## src/rtl/snoop_bus_pkg.sv

```systemverilog
package snoop_bus_pkg;

    // Transfers that start a busy interval, one flag per kind.
    typedef struct packed {
        logic req_snoop;   // cacheable request fanned out as snoops
        logic mem_reply;   // memory reply delivered to a cache
        logic mem_snoop;   // memory snoop broadcast to caches
        logic peer_reply;  // snoop reply passed cache to cache
        logic home_reply;  // snoop reply handed to memory
    } blk_evt_t;

endpackage

```

## src/rtl/snoop_bus_rr.sv

```systemverilog
module snoop_bus_rr #(
    parameter int N  = 3,
    parameter int IW = (N > 1) ? $clog2(N) : 1
) (
    input  logic          clk,
    input  logic          rst_n,
    input  logic [N-1:0]  req,
    input  logic          advance,
    output logic [N-1:0]  grant,
    output logic          any,
    output logic [IW-1:0] idx
);

    logic [IW-1:0] ptr_d, ptr_q;

    always_comb begin
        grant = '0;
        any   = 1'b0;
        idx   = '0;
        for (int k = 0; k < N; k++) begin
            int j;
            j = int'(ptr_q) + k;
            if (j >= N) j = j - N;
            if (!any && req[j]) begin
                any      = 1'b1;
                grant[j] = 1'b1;
                idx      = IW'(j);
            end
        end
        ptr_d = ptr_q;
        if (advance && any) begin
            ptr_d = (int'(idx) == N - 1) ? '0 : idx + 1'b1;
        end
    end

    always_ff @(posedge clk) begin
        if (!rst_n) ptr_q <= '0;
        else        ptr_q <= ptr_d;
    end

endmodule

```

## src/rtl/snoop_bus_block_timer.sv

```systemverilog
module snoop_bus_block_timer
    import snoop_bus_pkg::*;
#(
    parameter int BLOCK_CYC = 3,
    parameter int CW        = $clog2(BLOCK_CYC + 2)
) (
    input  logic     clk,
    input  logic     rst_n,
    input  blk_evt_t evt,
    output logic     blocked
);

    logic [CW-1:0] cnt_d, cnt_q;
    logic          hit;

    always_comb begin
        hit = |evt;
        if (hit)                cnt_d = CW'(BLOCK_CYC);
        else if (cnt_q != '0)   cnt_d = cnt_q - 1'b1;
        else                    cnt_d = cnt_q;
        blocked = (cnt_q != '0);
    end

    always_ff @(posedge clk) begin
        if (!rst_n) cnt_q <= '0;
        else        cnt_q <= cnt_d;
    end

endmodule

```

## src/rtl/snoop_bus_router.sv

```systemverilog
module snoop_bus_router
    import snoop_bus_pkg::*;
#(
    parameter int NPORT     = 3,
    parameter int TAG_W     = 8,
    parameter int BLOCK_CYC = 3,
    localparam int IDW      = $clog2(NPORT + 1)
) (
    input  logic                   clk,
    input  logic                   rst_n,
    input  logic [NPORT-1:0]       c_req_valid,
    output logic [NPORT-1:0]       c_req_ready,
    input  logic [NPORT-1:0]       c_req_cacheable,
    input  logic [NPORT*TAG_W-1:0] c_req_tag,
    output logic [NPORT-1:0]       c_snp_valid,
    output logic [IDW-1:0]         c_snp_src,
    output logic [TAG_W-1:0]       c_snp_tag,
    input  logic [NPORT-1:0]       c_snp_inhibit,
    input  logic [NPORT-1:0]       c_srsp_valid,
    output logic [NPORT-1:0]       c_srsp_ready,
    input  logic [NPORT*IDW-1:0]   c_srsp_dst,
    input  logic [NPORT*TAG_W-1:0] c_srsp_tag,
    output logic [NPORT-1:0]       c_rsp_valid,
    output logic [NPORT*TAG_W-1:0] c_rsp_tag,
    output logic [NPORT-1:0]       c_rsp_from_peer,
    output logic                   m_req_valid,
    output logic [IDW-1:0]         m_req_src,
    output logic [TAG_W-1:0]       m_req_tag,
    output logic                   m_req_cacheable,
    output logic                   m_req_inhibit,
    input  logic                   m_rsp_valid,
    output logic                   m_rsp_ready,
    input  logic [IDW-1:0]         m_rsp_dst,
    input  logic [TAG_W-1:0]       m_rsp_tag,
    input  logic                   m_snp_valid,
    output logic                   m_snp_ready,
    input  logic [TAG_W-1:0]       m_snp_tag,
    output logic                   m_srsp_valid,
    output logic [TAG_W-1:0]       m_srsp_tag
);

    localparam int PW                = (NPORT > 1) ? $clog2(NPORT) : 1;
    localparam logic [IDW-1:0] MEM_ID = IDW'(NPORT);

    typedef struct packed {
        logic                   req_v;
        logic [IDW-1:0]         req_src;
        logic [TAG_W-1:0]       req_tag;
        logic                   req_cach;
        logic [NPORT-1:0]       snp_v;
        logic [IDW-1:0]         snp_src;
        logic [TAG_W-1:0]       snp_tag;
        logic [NPORT-1:0]       rsp_v;
        logic [NPORT*TAG_W-1:0] rsp_tag;
        logic [NPORT-1:0]       rsp_peer;
        logic                   hrsp_v;
        logic [TAG_W-1:0]       hrsp_tag;
    } state_t;

    state_t st_d, st_q;

    logic             blocked;
    blk_evt_t         evt;

    logic [NPORT-1:0] rq_grant;
    logic             rq_any;
    logic [PW-1:0]    rq_idx;
    logic             rq_fire;

    logic [NPORT-1:0] sr_grant;
    logic             sr_any;
    logic [PW-1:0]    sr_idx;
    logic [IDW-1:0]   sr_dst;
    logic [TAG_W-1:0] sr_tag;

    logic             msnp_fire;
    logic             mrsp_fire;

    snoop_bus_rr #(.N(NPORT), .IW(PW)) u_req_arb (
        .clk     (clk),
        .rst_n   (rst_n),
        .req     (c_req_valid),
        .advance (rq_fire),
        .grant   (rq_grant),
        .any     (rq_any),
        .idx     (rq_idx)
    );

    snoop_bus_rr #(.N(NPORT), .IW(PW)) u_srsp_arb (
        .clk     (clk),
        .rst_n   (rst_n),
        .req     (c_srsp_valid),
        .advance (sr_any),
        .grant   (sr_grant),
        .any     (sr_any),
        .idx     (sr_idx)
    );

    snoop_bus_block_timer #(.BLOCK_CYC(BLOCK_CYC)) u_timer (
        .clk     (clk),
        .rst_n   (rst_n),
        .evt     (evt),
        .blocked (blocked)
    );

    always_comb begin
        // request / snoop channel: memory snoop wins over cache requests
        msnp_fire   = m_snp_valid && !blocked;
        m_snp_ready = !blocked;
        rq_fire     = rq_any && !blocked && !m_snp_valid;
        c_req_ready = rq_fire ? rq_grant : '0;

        // snoop replies are never held off by the busy interval
        c_srsp_ready = sr_grant;
        sr_dst       = c_srsp_dst[sr_idx*IDW +: IDW];
        sr_tag       = c_srsp_tag[sr_idx*TAG_W +: TAG_W];

        // a memory reply yields to a snoop reply aimed at the same port
        m_rsp_ready = !blocked && !(sr_any && (sr_dst == m_rsp_dst));
        mrsp_fire   = m_rsp_valid && m_rsp_ready;

        st_d        = st_q;
        st_d.req_v  = 1'b0;
        st_d.snp_v  = '0;
        st_d.rsp_v  = '0;
        st_d.hrsp_v = 1'b0;
        evt         = '0;

        if (msnp_fire) begin
            st_d.snp_v   = '1;
            st_d.snp_src = MEM_ID;
            st_d.snp_tag = m_snp_tag;
            evt.mem_snoop = 1'b1;
        end else if (rq_fire) begin
            st_d.req_v    = 1'b1;
            st_d.req_src  = IDW'(rq_idx);
            st_d.req_tag  = c_req_tag[rq_idx*TAG_W +: TAG_W];
            st_d.req_cach = c_req_cacheable[rq_idx];
            if (c_req_cacheable[rq_idx]) begin
                st_d.snp_v    = ~rq_grant;
                st_d.snp_src  = IDW'(rq_idx);
                st_d.snp_tag  = c_req_tag[rq_idx*TAG_W +: TAG_W];
                evt.req_snoop = (NPORT > 1);
            end
        end

        if (sr_any) begin
            if (sr_dst == MEM_ID) begin
                st_d.hrsp_v   = 1'b1;
                st_d.hrsp_tag = sr_tag;
                evt.home_reply = 1'b1;
            end else if (sr_dst < MEM_ID) begin
                st_d.rsp_v[sr_dst]               = 1'b1;
                st_d.rsp_peer[sr_dst]            = 1'b1;
                st_d.rsp_tag[sr_dst*TAG_W +: TAG_W] = sr_tag;
                evt.peer_reply = 1'b1;
            end
        end

        if (mrsp_fire && (m_rsp_dst < MEM_ID)) begin
            st_d.rsp_v[m_rsp_dst]               = 1'b1;
            st_d.rsp_peer[m_rsp_dst]            = 1'b0;
            st_d.rsp_tag[m_rsp_dst*TAG_W +: TAG_W] = m_rsp_tag;
            evt.mem_reply = 1'b1;
        end
    end

    always_ff @(posedge clk) begin
        if (!rst_n) st_q <= '0;
        else        st_q <= st_d;
    end

    always_comb begin
        m_req_valid     = st_q.req_v;
        m_req_src       = st_q.req_src;
        m_req_tag       = st_q.req_tag;
        m_req_cacheable = st_q.req_cach;
        // only ports that actually see the snoop can claim the answer
        m_req_inhibit   = st_q.req_v && st_q.req_cach && |(c_snp_inhibit & st_q.snp_v);
        c_snp_valid     = st_q.snp_v;
        c_snp_src       = st_q.snp_src;
        c_snp_tag       = st_q.snp_tag;
        c_rsp_valid     = st_q.rsp_v;
        c_rsp_tag       = st_q.rsp_tag;
        c_rsp_from_peer = st_q.rsp_peer;
        m_srsp_valid    = st_q.hrsp_v;
        m_srsp_tag      = st_q.hrsp_tag;
    end

endmodule

```

## config.mk

```make
export PLATFORM = sky130hd
export DESIGN_NAME = snoop_bus_router
export DESIGN_NICKNAME = d
export VERILOG_FILES = /design/src/rtl/snoop_bus_pkg.sv /design/src/rtl/snoop_bus_rr.sv /design/src/rtl/snoop_bus_block_timer.sv /design/src/rtl/snoop_bus_router.sv
export SDC_FILE = /design/constraint.sdc
export NUM_CORES = 1
export LEC_CHECK = 0
export ABC_CLOCK_PERIOD_IN_PS = 8900
export CORE_MARGIN = 2
export CORE_UTILIZATION = 60
export CTS_CLUSTER_SIZE = 40
export DETAILED_ROUTE_END_ITERATION = 8
export DONT_BUFFER_PORTS = 1
export PLACE_DENSITY = 0.87
export SLEW_MARGIN = 20
export SYNTH_ARGS = -nofsm -noshare
export SYNTH_HDL_FRONTEND = slang
export SYNTH_SLANG_ARGS = --single-unit
```

## constraint.sdc

```tcl
create_clock -name clk -period 8.9 [get_ports clk]
set_input_delay 1.78 -clock clk [delete_from_list [all_inputs] [get_ports clk]]
set_output_delay 1.78 -clock clk [all_outputs]
set_load 0.1 [all_outputs]
```

Yosys cells after proc, flatten, opt, wreduce, memory -nomap -nowiden
Cells that the tools add are included.
Storage, ports and cells
  flip-flop bits (word level): 71
  input bits: 88
  output and inout port bits: 73
  logic and storage cells: 204
Operators by class
  $add $sub $neg: 15
  magnitude comparators: 25
  equal/unequal tests: 4
  shift-type cells: 7
  mux-type cells: 84
  bitwise gates (word level): 12
  reduce and logical (&&, ||, !) cells: 41
Operators by type and width (count)
  32-bit by 1-bit greater-or-equal comparator with 1-bit output, second input constant: 6
  32-bit by 4-bit < comparator with 1-bit output, second input constant: 6
  32-bit 2-to-1 mux: 6
  32-bit by 3-bit greater-or-equal comparator with 1-bit output, second input constant: 4
  32-bit by 3-bit subtractor with 32-bit output, second input constant: 4
  30-bit 2-to-1 mux: 3
  5-bit negation with 34-bit output: 2
  8-bit by 34-bit variable shift with 24-bit output, first input constant: 2
  8-bit by 34-bit variable part select with 24-bit output: 2
  24-bit bitwise mux: 2
  24-bit by 6-bit variable part select with 8-bit output: 2
  39-bit 2-to-1 mux: 1
  1-bit 2-to-1 mux: 35
  13-bit 2-to-1 mux: 2
  25-bit 2-to-1 mux: 1
  1-bit logical AND: 22
  2-bit 2-to-1 mux: 11
  3-bit 2-to-1 mux: 7
  3-bit bitwise OR: 6
  1-bit demux with 2-bit select: 8
  1-bit binary-select mux with 2-bit select: 7
  2-bit by 3-bit < comparator with 1-bit output, second input constant: 3
  9-bit 2-to-1 mux: 1
  2-bit AND reduction: 4
  21 further kinds: 41

Depth between registers and ports, before layout
  word-level depth: 23
  depth in mapped cells: 19
  mapped depth without buffers: 16

Hierarchy
Synthesis repeated with hierarchy kept, for this count alone.
Second synthesis, totals
  cell total of the unflattened synthesis: 509
  area total of the unflattened synthesis: 4488.1 um^2
Modules (own cells, without submodules)
  snoop_bus_router: instances 1, cells each 391, area an instance 3455.8 um^2, sequential area each 1281.2 um^2
  snoop_bus_rr: instances 2, cells each 51, area an instance 431.7 um^2, sequential area each 40.0 um^2
  snoop_bus_block_timer: instances 1, cells each 16, area an instance 168.9 um^2, sequential area each 60.1 um^2

Worst setup path before layout
No wires, ideal clock.
  kind: in2out
  start: input c_srsp_valid[0]
  end: output m_rsp_ready
  arrival: 5.073 ns
  slack: 2.047 ns
  cell stages on the path: 8
  path buffers: 0
  cell sequence: mux2_4 a222oi_1 nor3b_2 nor2_1 mux2_4 mux2i_4 nor2_1 nor2_1
Between the ends
  cells in the longest elaborated chain, start to end: 15
  elaborated cells between the ends (all ways): 24
  those cells by class: eq/ne (1); shift (1); mux (15); reduce/logical (7)
Ends and longest elaborated chain
  start: declaration: RTL line snoop_bus_router.sv:19  | input logic [NPORT-1:0] c_srsp_valid,
  1-bit binary-select mux with 2-bit select: RTL line snoop_bus_rr.sv:24  | if (!any && req[j]) begin
  1-bit 2-to-1 mux (implied by the code) (2 in a row): RTL line snoop_bus_rr.sv:24
  1-bit 2-to-1 mux: RTL line snoop_bus_rr.sv:24
  1-bit zero test: RTL line snoop_bus_rr.sv:24
  1-bit logical AND: RTL line snoop_bus_rr.sv:24
  1-bit 2-to-1 mux: RTL line snoop_bus_rr.sv:24
  1-bit zero test: RTL line snoop_bus_rr.sv:24
  1-bit logical AND: RTL line snoop_bus_rr.sv:24
  2-bit 2-to-1 mux: RTL line snoop_bus_rr.sv:24
  6-bit by 4-bit variable part select with 2-bit output: RTL line snoop_bus_router.sv:115  | sr_dst = c_srsp_dst[sr_idx*IDW +: IDW];
  2-bit == test: RTL line snoop_bus_router.sv:119  | m_rsp_ready = !blocked && !(sr_any && (sr_dst == m_rsp_dst));
  1-bit logical AND *: RTL line snoop_bus_router.sv:119
  1-bit zero test *: RTL line snoop_bus_router.sv:119
  1-bit logical AND *: RTL line snoop_bus_router.sv:119
  end: declaration: RTL line snoop_bus_router.sv:32  | output logic m_rsp_ready,
Mark *: on every way between the ends. The rest lies on a longest branch, timed or not. The select of a mux whose other input is x is not followed.

Final worst setup path
Ends and elaborated chain as after synthesis.

==> summary.txt <==
STA
  – Final period utilization: 75.7%
  – Setup Viol. Count Final: 0
  – Max_slew headroom: 27.5%
  – Final worst setup slack: ~2.2 ns
  – RSZ-0062 raised after global routing: false
  – Worst Skew: 0.0108 ns
  – Crit path time final: roughly 6.7 ns
  – Final slew viol count: 0
  – Final hold violations: 0
  – F_max: 0.148 GHz
  – Final setup TNS: 0 ns
  – Actual slew at the worst max-slew pin: 1.09 ns

Global routing
  – Initial antenna violation count: 0
  – Grt total ovfl: 0
  – Largest net degree at the start of global routing: 63
  – Tot GR Track Use: ~29%
  – Vias in the first global route: 3832
  – First-pass GRT wire length: 19100 um

Die
  – Die height: between 90 and 100 um
  – Row count: 31
  – # IOs: ~160
  – Die Wd: 90.2 um
  – Initial Utilization: roughly three fifths
  – Core Footprint: 7210 um^2
  – Full die area: 8130 um^2

Synthesis
  – Net Count, Synth: 658
  – Register bit count reported by yosys: around 70
  – Post-synth cell types: 56
  – Post-synth EDFFs: 0
  – Seq/Total Area, Yosys: 31.9%
  – Dominant synthesized flop cell: dfxtp_1
  – FFs w/ async S/R, synth: 0%
  – Mapped Cells: between 500 and 600
  – Yosys warning count: 0
  – Syn_area_per_cell: 8.13 um^2
  – Mapped cell area: 4450 um^2

Power and ir drop
  – Sw Pwr: 0.000959 W
  – Pwr dens: approximately 350 nW/um^2
  – Static Leak: 1.93 nW
  – Combinational fraction of design power: a little under two fifths
  – VDD IR max: 0.000284 V
  – Overall Power: between 0.0015 and 0.002 W
  – Internal: 0.000670 W
  – Clock share of power: about 15%
  – Switching part of the total: 58.9%
  – Sequential power share: 47.4%

Detailed routing
  – DRC: 0
  – Via density: 6.38
  – Wirelength per Cell: 18.6 um
  – Initial DRC Count: 329
  – Post-route ant nets: 0
  – Vias: 4075
  – Routed wire length: approximately 12000 um
  – DR pass1 iterations: 5

Min path
  – Worst hold path class: reg -> reg

Place
  – DP Worst Slack: around 2.2 ns
  – GP Congestion: approximately 0.87
  – DP HPWL: 8880 um
  – I/O Buffers: 0

Flow run
  – Max-cap viol count: 0

CTS
  – Root buf cell: clkbuf_8
  – H-tree depth: 3
  – Sink Count: just over 70
  – Post-CTS sizing: 0
  – CTS Buf Count: 9
  – Post-CTS Hold Buffers: 0
  – Clock latency on the worst-skew pair: about 0.35 ns
  – TritonCTS clock tree: done
  – Max clock buf depth: 2
  – Clock-pin transition on the worst setup and hold timing paths: 0.07 ns
  – # Post-CTS Setup Buffers: 0

Cells and area
  – Synth-to-Final Area Change: 5.93%
  – Post-layout nets: between 600 and 700
  – Ratio of cells with drive above 1 in the final layout: around a tenth
  – Fillcell total: 622
  – Antenna diodes: 0
  – Final Util: 65.4%

Worst setup path
  – R2R setup slack: 3.87 ns
  – CP startpoint kind: input pin
  – Crit path kind: in -> out
  – Critical path buffers and inverters: 0
  – CP max FO: 9
  – Worst EP arrival: just under 5 ns
  – Critical-path top delay cell: nor2_2
  – Req. time, crit path: 7.12 ns
  – Worst path cell trace: mux2_4 > a222oi_1 > nor3b_2 > nor2_1 > mux2_4 > mux2i_4 > nor2_1 > nor2_2
  – Crit path capture type: output port
  – Max incr delay on CP: 0.84 ns
  – CP top delay family: simple AND/OR/NAND/NOR gates

Run status
  – Status: complete, no violations
final cells by class:
class	instances	area (um^2)	share of cell area, %
multi-input cells	426	2870	60.8
flip-flops and latches	71	1420	30.1
clock buffers	10	138	2.92
well taps	99	124	2.63
inverters	22	82.6	1.75
clock inverters	6	45.0	0.955
repair buffers	5	37.5	0.796
worst reg2reg max path, delay by kind of cell, from the launching register on:
kind / cells / cell delay [ns]
flip-flops: 1 / 0.39
AO/OA/AOI/OAI: 5 / 1.65
adder cells (fa/ha/maj): 2 / 0.68
buffers and inverters: 3 / 0.40
AND/OR/NAND/NOR: 6 / 1.71
multiplexers: 1 / 0.13
cells in the mapped netlist (3+ instances only):
cell / instances / area share, %
o211ai_4: 3 / 1.4
nor2b_1: 7 / 0.98
ha_1: 22 / 6.2
mux2_2: 10 / 2.5
clkbuf_1: 25 / 2.1
nand2b_1: 5 / 0.70
nand4_1: 6 / 0.84
and2_1: 5 / 0.70
o211a_1: 3 / 0.67
mux2i_1: 46 / 10
dfxtp_1: 71 / 32
a221o_1: 3 / 0.67
a21oi_1: 30 / 3.4
nor2_1: 45 / 3.8
a211oi_1: 15 / 2.5
o21ai_0: 25 / 2.8
nor3b_1: 5 / 0.84
nand2_1: 89 / 7.5
a31oi_1: 3 / 0.42
o22ai_1: 5 / 0.70
a22oi_1: 11 / 1.9
o31ai_1: 16 / 2.7
nand3_1: 31 / 3.5
o21a_1: 3 / 0.51
buf_1: 3 / 0.25
inv_1: 21 / 1.8
power by group through the flow:
| stage | Combinational, W | Sequential (W) | Clock, W |
|---|---|---|---|
| after floorplan | 0.000511 | 0.000760 | 0 |
| after global placement | 0.000592 | 0.000776 | 0 |
| after detailed placement | 0.000611 | 0.000777 | 0 |
| after CTS | 0.000614 | 0.000771 | 0.000241 |
| after global routing | 0.000677 | 0.000777 | 0.000256 |
| final | 0.000618 | 0.000771 | 0.000240 |
registers in the layout, summed over array words and instances, names as in the netlist:
name	count
m_req_src	2
m_srsp_valid	1
c_rsp_from_peer	3
u_srsp_arb.ptr_q	2
m_req_cacheable	1
c_snp_valid	3
c_rsp_tag	24
u_timer.cnt_q	3
c_snp_src	2
m_srsp_tag	8
c_rsp_valid	3
m_req_valid	1
m_req_tag	8
u_req_arb.ptr_q	2
c_snp_tag	8
cell usage in the layout (no fill, tap or decap), types with 3 or more instances in the layout:
cell type / n
buf_4: 5
a211oi_1: 15
nand2_1: 89
nor2_1: 43
nand3_1: 31
o211ai_4: 3
o31ai_1: 16
nor3b_1: 5
ha_1: 22
and2_1: 5
a221o_1: 3
dfxtp_1: 71
nand2b_1: 5
o21ai_0: 24
a22oi_1: 11
mux2i_1: 46
nand4_1: 6
o211a_1: 3
o21a_1: 3
clkbuf_8: 10
nor2b_1: 6
mux2_2: 10
inv_1: 21
o22ai_1: 5
a21oi_1: 30
per-layer routing:
| metal | track usage, % | routed length (um) |
|---|---|---|
| met1 | 35.5 | 4900 |
| met2 | 45.8 | 5750 |
| met3 | 9.47 | 912 |
| met4 | 12.4 | 300 |
| met5 | 0 | 0 |
path summary, 6_finish.rpt:
kind,start,to,depth (start not counted)
setup reg to reg,u_srsp_arb.ptr_q[0]$_SDFFE_PN0N_,c_rsp_tag[0]$_SDFF_PN0_,17
hold / removal,u_srsp_arb.ptr_q[0]$_SDFFE_PN0N_,u_srsp_arb.ptr_q[0]$_SDFFE_PN0N_,2
setup / recovery,c_srsp_valid[0],m_rsp_ready,8
hold reg to reg,u_srsp_arb.ptr_q[0]$_SDFFE_PN0N_,u_srsp_arb.ptr_q[0]$_SDFFE_PN0N_,2
stage by stage:
step                      instances  hold slack (ns)  cell area, um^2
after floorplan                 548            0.466             4450
after global placement          623            0.481             4530
after global routing            639            0.544             4720
final                           639            0.507             4720
after detailed placement        623            0.493             4530
after CTS                       639            0.504             4710
cell families after synthesis:
group	Yosys count	share of synthesized area, %
muxes	59	14.0
buffers and inverters	51	4.47
DFF	71	31.9
adders and majority gates	23	6.40
AOI/OAI and AO/OA	136	21.6
and+or+nand+nor	206	21.0
xor gates and xnor gates	2	0.562
Power figures use the tool's default switching activity.
